[src/rtl/line_rail_pkg.sv]
package line_rail_pkg;

    // Length of a zero run that HDB3 replaces, and the lookahead depth.
    localparam int RUN_LEN = 4;

    typedef enum logic [1:0] {
        SYM_ZERO = 2'd0,
        SYM_ONE  = 2'd1,
        SYM_BIP  = 2'd2,
        SYM_VIO  = 2'd3
    } sym_t;

    typedef enum logic {
        TXP_LAST_NEG = 1'b0,
        TXP_LAST_POS = 1'b1
    } tx_pol_t;

    typedef enum logic [1:0] {
        RXS_IDLE     = 2'd0,
        RXS_LAST_POS = 2'd1,
        RXS_LAST_NEG = 2'd2
    } rx_st_t;

    typedef enum logic [1:0] {
        CFG_SR_LM1     = 2'd0,
        CFG_SR_ILLEGAL = 2'd1,
        CFG_DR_LM1     = 2'd2,
        CFG_DR_LM2     = 2'd3
    } cfg_t;

endpackage

[src/rtl/rail_cfg_decode.sv]
module rail_cfg_decode
    import line_rail_pkg::*;
(
    input  logic dual_mode_i,
    input  logic alt_pol_i,
    output cfg_t cfg_o,
    output logic single_o,
    output logic invert_o,
    output logic err_o
);

    always_comb begin
        unique case ({dual_mode_i, alt_pol_i})
            2'b00:   cfg_o = CFG_SR_LM1;
            2'b01:   cfg_o = CFG_SR_ILLEGAL;
            2'b10:   cfg_o = CFG_DR_LM1;
            2'b11:   cfg_o = CFG_DR_LM2;
            default: cfg_o = CFG_SR_LM1;
        endcase
    end

    always_comb begin
        single_o = 1'b0;
        invert_o = 1'b0;
        err_o    = 1'b0;
        unique case (cfg_o)
            CFG_SR_LM1:     single_o = 1'b1;
            CFG_SR_ILLEGAL: begin
                single_o = 1'b1;
                err_o    = 1'b1;
            end
            CFG_DR_LM1:     ;
            CFG_DR_LM2:     invert_o = 1'b1;
            default:        single_o = 1'b1;
        endcase
    end

endmodule

[src/rtl/rail_hdb3_tx.sv]
module rail_hdb3_tx
    import line_rail_pkg::*;
#(
    parameter int DEPTH = RUN_LEN
) (
    input  logic clk,
    input  logic rst_n,
    input  logic en,
    input  logic hdb3_en,
    input  logic data_i,
    output logic pos_o,
    output logic neg_o
);

    localparam int LAST = DEPTH - 1;

    sym_t    pipe_q [DEPTH];
    sym_t    new_sym;
    sym_t    out_sym;
    tx_pol_t pol_q;
    tx_pol_t pol_d;
    logic    par_q;
    logic    par_d;
    logic    run_zero;
    logic    is_mark;
    logic    pos_d;
    logic    neg_d;

    // Symbol selection and zero-run lookahead.
    always_comb begin
        new_sym  = data_i ? SYM_ONE : SYM_ZERO;
        run_zero = !data_i;
        for (int i = 0; i < LAST; i++) begin
            if (pipe_q[i] != SYM_ZERO) run_zero = 1'b0;
        end
        out_sym = hdb3_en ? pipe_q[LAST] : new_sym;
        is_mark = (out_sym == SYM_ONE) || (out_sym == SYM_BIP);
        par_d   = (out_sym == SYM_VIO) ? 1'b0 : (par_q ^ is_mark);
    end

    // Polarity machine next state and pulse decode.
    always_comb begin
        pol_d = pol_q;
        pos_d = 1'b0;
        neg_d = 1'b0;
        unique case (out_sym)
            SYM_ZERO: ;
            SYM_ONE, SYM_BIP: begin
                if (pol_q == TXP_LAST_NEG) begin
                    pos_d = 1'b1;
                    pol_d = TXP_LAST_POS;
                end else begin
                    neg_d = 1'b1;
                    pol_d = TXP_LAST_NEG;
                end
            end
            SYM_VIO: begin
                pos_d = (pol_q == TXP_LAST_POS);
                neg_d = (pol_q == TXP_LAST_NEG);
            end
            default: ;
        endcase
    end

    // State register.
    always_ff @(posedge clk or negedge rst_n) begin
        if (!rst_n) begin
            pol_q <= TXP_LAST_NEG;
            par_q <= 1'b0;
        end else if (!en) begin
            pol_q <= TXP_LAST_NEG;
            par_q <= 1'b0;
        end else begin
            pol_q <= pol_d;
            par_q <= par_d;
        end
    end

    // Lookahead pipeline with in-place substitution.
    always_ff @(posedge clk or negedge rst_n) begin
        if (!rst_n) begin
            for (int i = 0; i < DEPTH; i++) pipe_q[i] <= SYM_ZERO;
        end else if (!en || !hdb3_en) begin
            for (int i = 0; i < DEPTH; i++) pipe_q[i] <= SYM_ZERO;
        end else if (run_zero) begin
            pipe_q[0] <= SYM_VIO;
            for (int i = 1; i < LAST; i++) pipe_q[i] <= SYM_ZERO;
            pipe_q[LAST] <= par_d ? SYM_ZERO : SYM_BIP;
        end else begin
            pipe_q[0] <= new_sym;
            for (int i = 1; i < DEPTH; i++) pipe_q[i] <= pipe_q[i-1];
        end
    end

    // Output register.
    always_ff @(posedge clk or negedge rst_n) begin
        if (!rst_n) begin
            pos_o <= 1'b0;
            neg_o <= 1'b0;
        end else if (!en) begin
            pos_o <= 1'b0;
            neg_o <= 1'b0;
        end else begin
            pos_o <= pos_d;
            neg_o <= neg_d;
        end
    end

endmodule

[src/rtl/rail_hdb3_rx.sv]
module rail_hdb3_rx
    import line_rail_pkg::*;
#(
    parameter int DEPTH = RUN_LEN
) (
    input  logic clk,
    input  logic rst_n,
    input  logic en,
    input  logic hdb3_en,
    input  logic pos_i,
    input  logic neg_i,
    output logic data_o,
    output logic viol_o
);

    localparam int LAST = DEPTH - 1;

    logic [DEPTH-1:0] dat_q;
    logic [DEPTH-1:0] vio_q;
    rx_st_t           st_q;
    rx_st_t           st_d;
    logic             mark;
    logic             both;
    logic             same;
    logic             sub;
    logic             new_d;
    logic             new_v;
    logic             data_d;
    logic             viol_d;

    always_comb begin
        mark   = pos_i ^ neg_i;
        both   = pos_i & neg_i;
        same   = mark && (((st_q == RXS_LAST_POS) && pos_i) ||
                          ((st_q == RXS_LAST_NEG) && neg_i));
        sub    = hdb3_en && same && !dat_q[0] && !dat_q[1];
        new_d  = !sub && (mark || both);
        new_v  = !sub && (same || both);
        data_d = hdb3_en ? dat_q[LAST] : new_d;
        viol_d = hdb3_en ? vio_q[LAST] : new_v;
    end

    // Receive polarity machine next state.
    always_comb begin
        st_d = st_q;
        unique case (st_q)
            RXS_IDLE, RXS_LAST_POS, RXS_LAST_NEG: begin
                if (mark) st_d = pos_i ? RXS_LAST_POS : RXS_LAST_NEG;
            end
            default: st_d = RXS_IDLE;
        endcase
    end

    // State register.
    always_ff @(posedge clk or negedge rst_n) begin
        if (!rst_n)   st_q <= RXS_IDLE;
        else if (!en) st_q <= RXS_IDLE;
        else          st_q <= st_d;
    end

    // Decode pipeline; a closing V clears the three bits behind it.
    always_ff @(posedge clk or negedge rst_n) begin
        if (!rst_n) begin
            dat_q <= '0;
            vio_q <= '0;
        end else if (!en || !hdb3_en) begin
            dat_q <= '0;
            vio_q <= '0;
        end else begin
            dat_q <= {(sub ? {(DEPTH-1){1'b0}} : dat_q[DEPTH-2:0]), new_d};
            vio_q <= {(sub ? {(DEPTH-1){1'b0}} : vio_q[DEPTH-2:0]), new_v};
        end
    end

    // Output register.
    always_ff @(posedge clk or negedge rst_n) begin
        if (!rst_n) begin
            data_o <= 1'b0;
            viol_o <= 1'b0;
        end else if (!en) begin
            data_o <= 1'b0;
            viol_o <= 1'b0;
        end else begin
            data_o <= data_d;
            viol_o <= viol_d;
        end
    end

endmodule

[src/rtl/line_rail_if.sv]
module line_rail_if
    import line_rail_pkg::*;
#(
    parameter int DEPTH = RUN_LEN
) (
    input  logic clk,
    input  logic rst_n,
    input  logic dual_mode_i,
    input  logic alt_pol_i,
    input  logic hdb3_tn_i,
    input  logic txd_tp_i,
    output logic viol_rn_o,
    output logic rxd_rp_o,
    output logic line_pos_o,
    output logic line_neg_o,
    input  logic line_pos_i,
    input  logic line_neg_i,
    input  logic rclk_i,
    output logic rclk_o,
    output logic cfg_err_o
);

    cfg_t cfg;
    logic single;
    logic invert;
    logic hdb3_en;
    logic enc_pos;
    logic enc_neg;
    logic dec_data;
    logic dec_viol;
    logic dual_q;
    logic dr_tp_q;
    logic dr_tn_q;
    logic dr_rp_q;
    logic dr_rn_q;

    rail_cfg_decode u_cfg (
        .dual_mode_i (dual_mode_i),
        .alt_pol_i   (alt_pol_i),
        .cfg_o       (cfg),
        .single_o    (single),
        .invert_o    (invert),
        .err_o       (cfg_err_o)
    );

    assign hdb3_en = single & hdb3_tn_i;

    rail_hdb3_tx #(.DEPTH(DEPTH)) u_tx (
        .clk     (clk),
        .rst_n   (rst_n),
        .en      (single),
        .hdb3_en (hdb3_en),
        .data_i  (txd_tp_i),
        .pos_o   (enc_pos),
        .neg_o   (enc_neg)
    );

    rail_hdb3_rx #(.DEPTH(DEPTH)) u_rx (
        .clk     (clk),
        .rst_n   (rst_n),
        .en      (single),
        .hdb3_en (hdb3_en),
        .pos_i   (line_pos_i),
        .neg_i   (line_neg_i),
        .data_o  (dec_data),
        .viol_o  (dec_viol)
    );

    // Dual-rail pass-through registers and registered mode select.
    always_ff @(posedge clk or negedge rst_n) begin
        if (!rst_n) begin
            dual_q  <= 1'b0;
            dr_tp_q <= 1'b0;
            dr_tn_q <= 1'b0;
            dr_rp_q <= 1'b0;
            dr_rn_q <= 1'b0;
        end else begin
            dual_q  <= (cfg == CFG_DR_LM1) || (cfg == CFG_DR_LM2);
            dr_tp_q <= txd_tp_i   ^ invert;
            dr_tn_q <= hdb3_tn_i  ^ invert;
            dr_rp_q <= line_pos_i ^ invert;
            dr_rn_q <= line_neg_i ^ invert;
        end
    end

    always_comb begin
        line_pos_o = dual_q ? dr_tp_q : enc_pos;
        line_neg_o = dual_q ? dr_tn_q : enc_neg;
        rxd_rp_o   = dual_q ? dr_rp_q : dec_data;
        viol_rn_o  = dual_q ? dr_rn_q : dec_viol;
        rclk_o     = rclk_i ^ invert;
    end

endmodule

[config.mk]
export PLATFORM = sky130hd
export DESIGN_NAME = line_rail_if
export DESIGN_NICKNAME = d
export VERILOG_FILES = /design/src/rtl/line_rail_pkg.sv /design/src/rtl/rail_cfg_decode.sv /design/src/rtl/rail_hdb3_tx.sv /design/src/rtl/rail_hdb3_rx.sv /design/src/rtl/line_rail_if.sv
export SDC_FILE = /design/constraint.sdc
export NUM_CORES = 1
export LEC_CHECK = 0
export BUFFER_PORTS_ARGS = -buffer_cell sky130_fd_sc_hd__buf_2
export CAP_MARGIN = 20
export CORE_MARGIN = 2
export CORE_UTILIZATION = 53
export CTS_BUF_LIST = sky130_fd_sc_hd__clkbuf_4 sky130_fd_sc_hd__clkbuf_8
export CTS_CLUSTER_SIZE = 24
export DETAILED_ROUTE_END_ITERATION = 6
export HOLD_SLACK_MARGIN = 0.06
export PLACE_DENSITY = 0.77
export SYNTH_ARGS = -nofsm -noshare
export SYNTH_HDL_FRONTEND = slang
export SYNTH_SLANG_ARGS = --single-unit
[constraint.sdc]
create_clock -name clk -period 1.2 [get_ports clk]
set_input_delay 0.24 -clock clk [delete_from_list [all_inputs] [get_ports clk]]
set_output_delay 0.24 -clock clk [all_outputs]
set_load 0.01 [all_outputs]
==> results of run 1 <==
[worst reg2reg max path, delay by kind of cell, from the launching register on]
family / cells / cell delay [ns]
fa+ha+maj: 1 / 0.27
simple gates: 4 / 0.32
flops: 1 / 0.38
xor+xnor: 1 / 0.14
[cells in the final DEF (no fill, tap or decap), types with 3 or more instances in the layout]
cell / synthesis / routed
xnor2_1: 7 / 6
clkbuf_4: 0 / 5
nor3_1: 6 / 3
buf_4: 0 / 10
buf_2: 2 / 10
dfrtp_1: 29 / 28
nand2_1: 9 / 8
mux2_4: 0 / 4
nor2_1: 11 / 11
buf_6: 0 / 4
and2_1: 8 / 7
nor3_2: 2 / 5
a21oi_1: 3 / 3
[worst paths after layout]
path | from | to | depth (start not counted)
setup / recovery | dual_q$_DFF_PN0_ | rxd_rp_o | 2
hold reg to reg | u_rx.dat_q[0]$_DFF_PN0_ | u_rx.dat_q[1]$_DFF_PN0_ | 1
max in group asynchronous | rst_n | dual_q$_DFF_PN0_ | 3
min in group asynchronous | rst_n | u_rx.dat_q[1]$_DFF_PN0_ | 3
setup reg to reg | u_tx.pipe_q[0]$_DFF_PN0_ | u_tx.pipe_q[1]$_DFF_PN0_ | 6
hold / removal | dual_mode_i | dual_q$_DFF_PN0_ | 2
[through the flow]
| stage | util | hold slack [ns] | setup WS, ns | area (sq um) | TNS, ns |
|---|---|---|---|---|---|
| after floorplan | - | -0.05559 | -0.1810 | 1264 | -0.4246 |
| final | 0.7173 | 0.2132 | -0.2666 | 1572 | -1.072 |
| after global routing | 0.7173 | 0.2025 | -0.3105 | 1572 | -1.337 |
| after global placement | 0.6499 | 0.2564 | -0.1739 | 1424 | -1.123 |
| after CTS | 0.7150 | 0.2055 | -0.2803 | 1567 | -1.158 |
| after detailed placement | 0.6499 | 0.2533 | -0.2655 | 1424 | -1.504 |
[registers in the layout (all words and copies together), names as in the netlist, 2 cells and up]
name / cells
u_rx.st_q: 2
u_tx.pipe_q: 8
u_rx.vio_q: 4
u_rx.dat_q: 4
[area by class of cell]
type	instances	area share
sequential	29	0.4626
multi-input combinational	69	0.3511
timing repair buffer	25	0.1146
clock buffer	7	0.04140
tap	28	0.02229
inverter	2	0.004777
clock inverter	1	0.003185
[cells by family after synthesis]
| group | after synthesis | share of synthesized area |
|---|---|---|
| fa+ha+maj | 3 | 0.03077 |
| mux | 6 | 0.05333 |
| flops | 29 | 0.5949 |
| xor+xnor | 7 | 0.05026 |
| simple gates | 46 | 0.2113 |
| buf+inv | 5 | 0.01744 |
| compound gates | 7 | 0.04204 |
[layer usage]
metal / share of wire / vias to the layer above / wire length (um) / track usage
met3: 0.057 / 6 / 124 / 0.09195
li1: - / 405 / - / -
met5: 0 / - / 0 / 0
met1: 0.42 / 400 / 917 / 0.2122
met4: 0.028 / 0 / 61 / 0.1228
met2: 0.49 / 17 / 1058 / 0.3122
[report_power, final]
group,internal [mW],switching (mW)
logic,0.169,0.141
clock network,0.339,0.325
registers,1.02,0.0329
[what timing repair did]
item	4_1_cts	5_1_grt
endpoints found under the setup margin	6	6
gates resized for setup	12	1
pin swaps	1	0
endpoints found under the hold margin	29	0
hold buffers	1	0
==> results.ini, run 1 <==
[placed_design]
gp_congestion=0.7700
port_buffers=14
place_hpwl_mm=1.484
dp.cells=152

[sta]
period_needed_ns=1.467
finalHoldViolCount=0
finalCritPeriodShare=1.222
relSlewSlack=0.7684
tightest_slew_ns=0.3474
rsz0062_at_grt=yes
setup_viol=5
timing.fmax_mhz=681.8
worst_slack_ns=-0.2666
skew_ns=0.007240
slew_violations=0

[setup_path]
worstPathRequired_ns=0.96
cp_num_buf_inv=1
crit_arrival_ns=1.23
critPathKind=flop to primary output
crit_fanout=4
max_stage_delay_ns=0.46
cp_top_family=flip-flops
reg2reg_setup_slack_ns=-0.02
crit_chain=mux2_4 -> buf_6
critPathSlowestCell=dfrtp_2
cp-start-kind=flop
crit_path_end_kind=primary output

[route]
firstDrtPassIters=3
via_per_inst=5.143
drc_errors=0
drt_iter0_markers=6
num_vias=828
wl_per_cell_um=13.42
wl_mm=2.161
postRouteAntennaNets=0

[logic_synthesis]
ys_seq_area_frac=0.5949
synth_nets=115
synth.avg_cell_area_sq_um=11.84
synth-main-ff-cell=dfrtp_1
synth_top_area_share=0.5949
ys_types=27
synth-edff-count=0
synth_common_cells=dfrtp_1 (29), nor2_1 (11), nand2_1 (9)
yosysWarnings=0
synthArstFlopShare=1.000
ys_top_cells_by_area=dfrtp_1 (59%), xnor2_1 (5.0%), and2_1 (4.1%)
yosysTopAreaCell=dfrtp_1
synth_most_common_cell=dfrtp_1
syn_inst=103
synth-seq-cells=29
syn_area_sq_um=1220

[worst_hold_path]
hold_class=input port to flop

[global_routing]
grt_pass1_vias=808
grt_use_total=0.1975
grt_antenna_before_repair=0
grt_max_degree=30
grt_pass1_wl_mm=3.567
grt-ovfl-total=0

[layout]
nets=144
fillers=155
multi_input_area_sq_um=551.8
drive_gt1_frac=0.3759
ff_latch_area_sq_um=726.9
finalNonFillerCells=161
n_antenna_cell=0
synthToLayoutAreaGrowth_pct=28.82

[pwr]
p_total_mw=2.031
leakage_nw=0.7653
peakVddDrop_mv=0.9890
pwr_density_cell_nw_per_um2=1292

[clock_network]
cts_buffer_depth=2
htreeDepth=2
cts.clk_slew.worst_paths_ns=0.09
numCtsBuffers=5
clock_latency_ns=0.32
cts_tree=done
cts_setup_buffers=0
root_buffer=clkbuf_4
clock_sinks=29

[floorplanning]
die_width_um=51.98
row_count=17
io_pins=15
die_h_um=51.98
die_area_sq_um=2701
coreArea_sq_um=2191
start_util=0.5568

[flow_run]
cap_violations=0

[status]
status=finished with violations
violations=negative setup slack

No activity file was read; power rests on OpenSTA's default activity.
==> run 2: changes to the inputs <==
clock period = 1.3 ns   (was 1.2 ns; I/O delays follow)
==> run 2 against run 1 <==
Against the previous run: the flow still finishes with violations (negative setup slack); critical path depth stayed put; total power is 12% lower; clock power is 18% lower; global-route usage is 1.8 points lower; count of clock-buffer cells in the layout is 1 higher; register-to-register slack better by 0.11 ns; die area stayed put; sequential share of layout area is 1.5 points higher; cell area is 3.1% lower; first-iteration DRC count is 67% higher; non-clock buffer count stayed put; critical path type unchanged; critical endpoint unchanged.
==> results.ini, run 2 (same netlist as run 1, synthesis figures left out) <==
[status]
status=finished with violations
violations=negative setup slack

[setup_path]
r2r_start=u_tx.pipe_q[0]$_DFF_PN0_
crit_chain=mux2_4 -> buf_6
cp-startpoint=dual_q$_DFF_PN0_
critPathKind=flop to primary output
crit_arrival_ns=1.21
cp-start-kind=flop
crit_path_end_kind=primary output
r2r_cells=6
crit_end=rxd_rp_o
max_stage_delay_ns=0.46
crit_fanout=4
worstPathRequired_ns=1.04
r2r_end=u_tx.pipe_q[1]$_DFF_PN0_
reg2reg_setup_slack_ns=0.09
critPathSlowestCell=dfrtp_2

[layout]
multi_input_area_sq_um=513.0
drive_gt1_frac=0.3459
final_cell_mix=dfrtp_1 (28), nor2_1 (11), buf_2 (10), buf_4 (10)
final_common_cell=dfrtp_1
n_antenna_cell=0
synthToLayoutAreaGrowth_pct=24.82
fillers=161
reg_top3=u_tx.pipe_q x8, u_rx.dat_q x4, u_rx.vio_q x4
largest_reg_flops=8
regMostFlops=u_tx.pipe_q
nets=144
ff_latch_area_sq_um=726.9
design_area_sq_um=1523

[global_routing]
grt_use_total=0.1793
grt_antenna_before_repair=0
grt_pass1_vias=796
grt_max_degree=30
grt_pass1_wl_mm=3.415
grt-ovfl-total=0

[clock_network]
cts_tree=done
cts_buffer_depth=2
numCtsBuffers=5
clock_latency_ns=0.30
htreeDepth=2
cts.clk_slew.worst_paths_ns=0.08
root_buffer=clkbuf_4
clock_sinks=29

[sta]
relSlewSlack=0.5878
rsz0062_at_grt=yes
final.setup.tns_ns=-0.6701
tightest_slew_ns=0.6183
period_needed_ns=1.469
worst_slack_ns=-0.1692
setup_viol=4
finalCritPeriodShare=1.130
timing.fmax_mhz=680.6
slew_violations=0
skew_ns=0.004214
finalHoldViolCount=0

[placed_design]
place_hpwl_mm=1.438
gp_congestion=0.8626
port_buffers=14
place_area_sq_um=1411

[route]
wl_per_cell_um=11.96
postRouteAntennaNets=0
firstDrtPassIters=4
num_vias=794
drc_errors=0
via_per_inst=4.932
wl_mm=1.925
drt_iter0_markers=10

[floorplanning]
io_pins=15
coreArea_sq_um=2191
row_count=17
start_util=0.5568
die_area_sq_um=2701
die_h_um=51.98
die_width_um=51.98

[pwr]
pwr_density_cell_nw_per_um2=1170
peakVddDrop_mv=0.9574
leakage_nw=0.7548
p_total_mw=1.782

[worst_hold_path]
hold_class=input port to flop

[flow_run]
cap_violations=0

[run 2: stage by stage]
stage          instances  hold slack (ns)  worst slack [ns]  utilization
6_report             161           0.2542           -0.1692       0.6950
3_3_place_gp         152           0.3028           -0.1022       0.6442
2_1_floorplan        103         -0.03559           -0.1010            -
5_1_grt              161           0.2572           -0.2152       0.6950
4_1_cts              161           0.2470           -0.1851       0.6950
3_5_place_dp         152           0.3064           -0.1447       0.6442
[run 2: area by class of cell]
cell class	instances	area share
flip-flops and latches	29	0.4774
multi-input cells	69	0.3369
well taps	28	0.02301
clock buffers	8	0.03944
inverters	2	0.004930
repair buffers	25	0.1183
[run 2: worst min-delay path by stage]
stage                               to  cells past startpoint  slack, ns  startpoint
2_1_floorplan        dr_rn_q$_DFF_PN0_                      0      -0.04       rst_n
3_3_place_gp   u_rx.dat_q[0]$_DFF_PN0_                      1       0.30       rst_n
3_5_place_dp   u_rx.dat_q[1]$_DFF_PN0_                      1       0.31       rst_n
4_1_cts              dr_rn_q$_DFF_PN0_                      3       0.25  line_neg_i
5_1_grt              dr_tn_q$_DFF_PN0_                      3       0.26   hdb3_tn_i
6_report             dr_tn_q$_DFF_PN0_                      3       0.25   hdb3_tn_i
[run 2: metal layers]
metal | vias to the layer above | track usage | wire [um]
met4 | 0 | 0.06579 | 13
li1 | 400 | - | -
met2 | 16 | 0.3017 | 957
met1 | 376 | 0.2115 | 863
met3 | 2 | 0.06034 | 91
met5 | - | 0 | 0
[run 2: critical path, delay by kind of cell, from the launching register on]
family | cells | cell delay [ns]
DFF | 1 | 0.46
muxes | 1 | 0.32
buffers and inverters | 1 | 0.12
[run 2: power breakdown]
part	total [mW]	switching, mW	internal, mW
combinational	0.264	0.120	0.144
sequential	0.973	0.0275	0.945
clock	0.545	0.268	0.278
[run 2: what timing repair did]
item,in CTS,in global routing
pin swaps,0,0
setup buffers,0,0
resized for setup,9,0
hold endpoints to repair,29,0
hold buffers,1,0
setup endpoints to repair,4,4
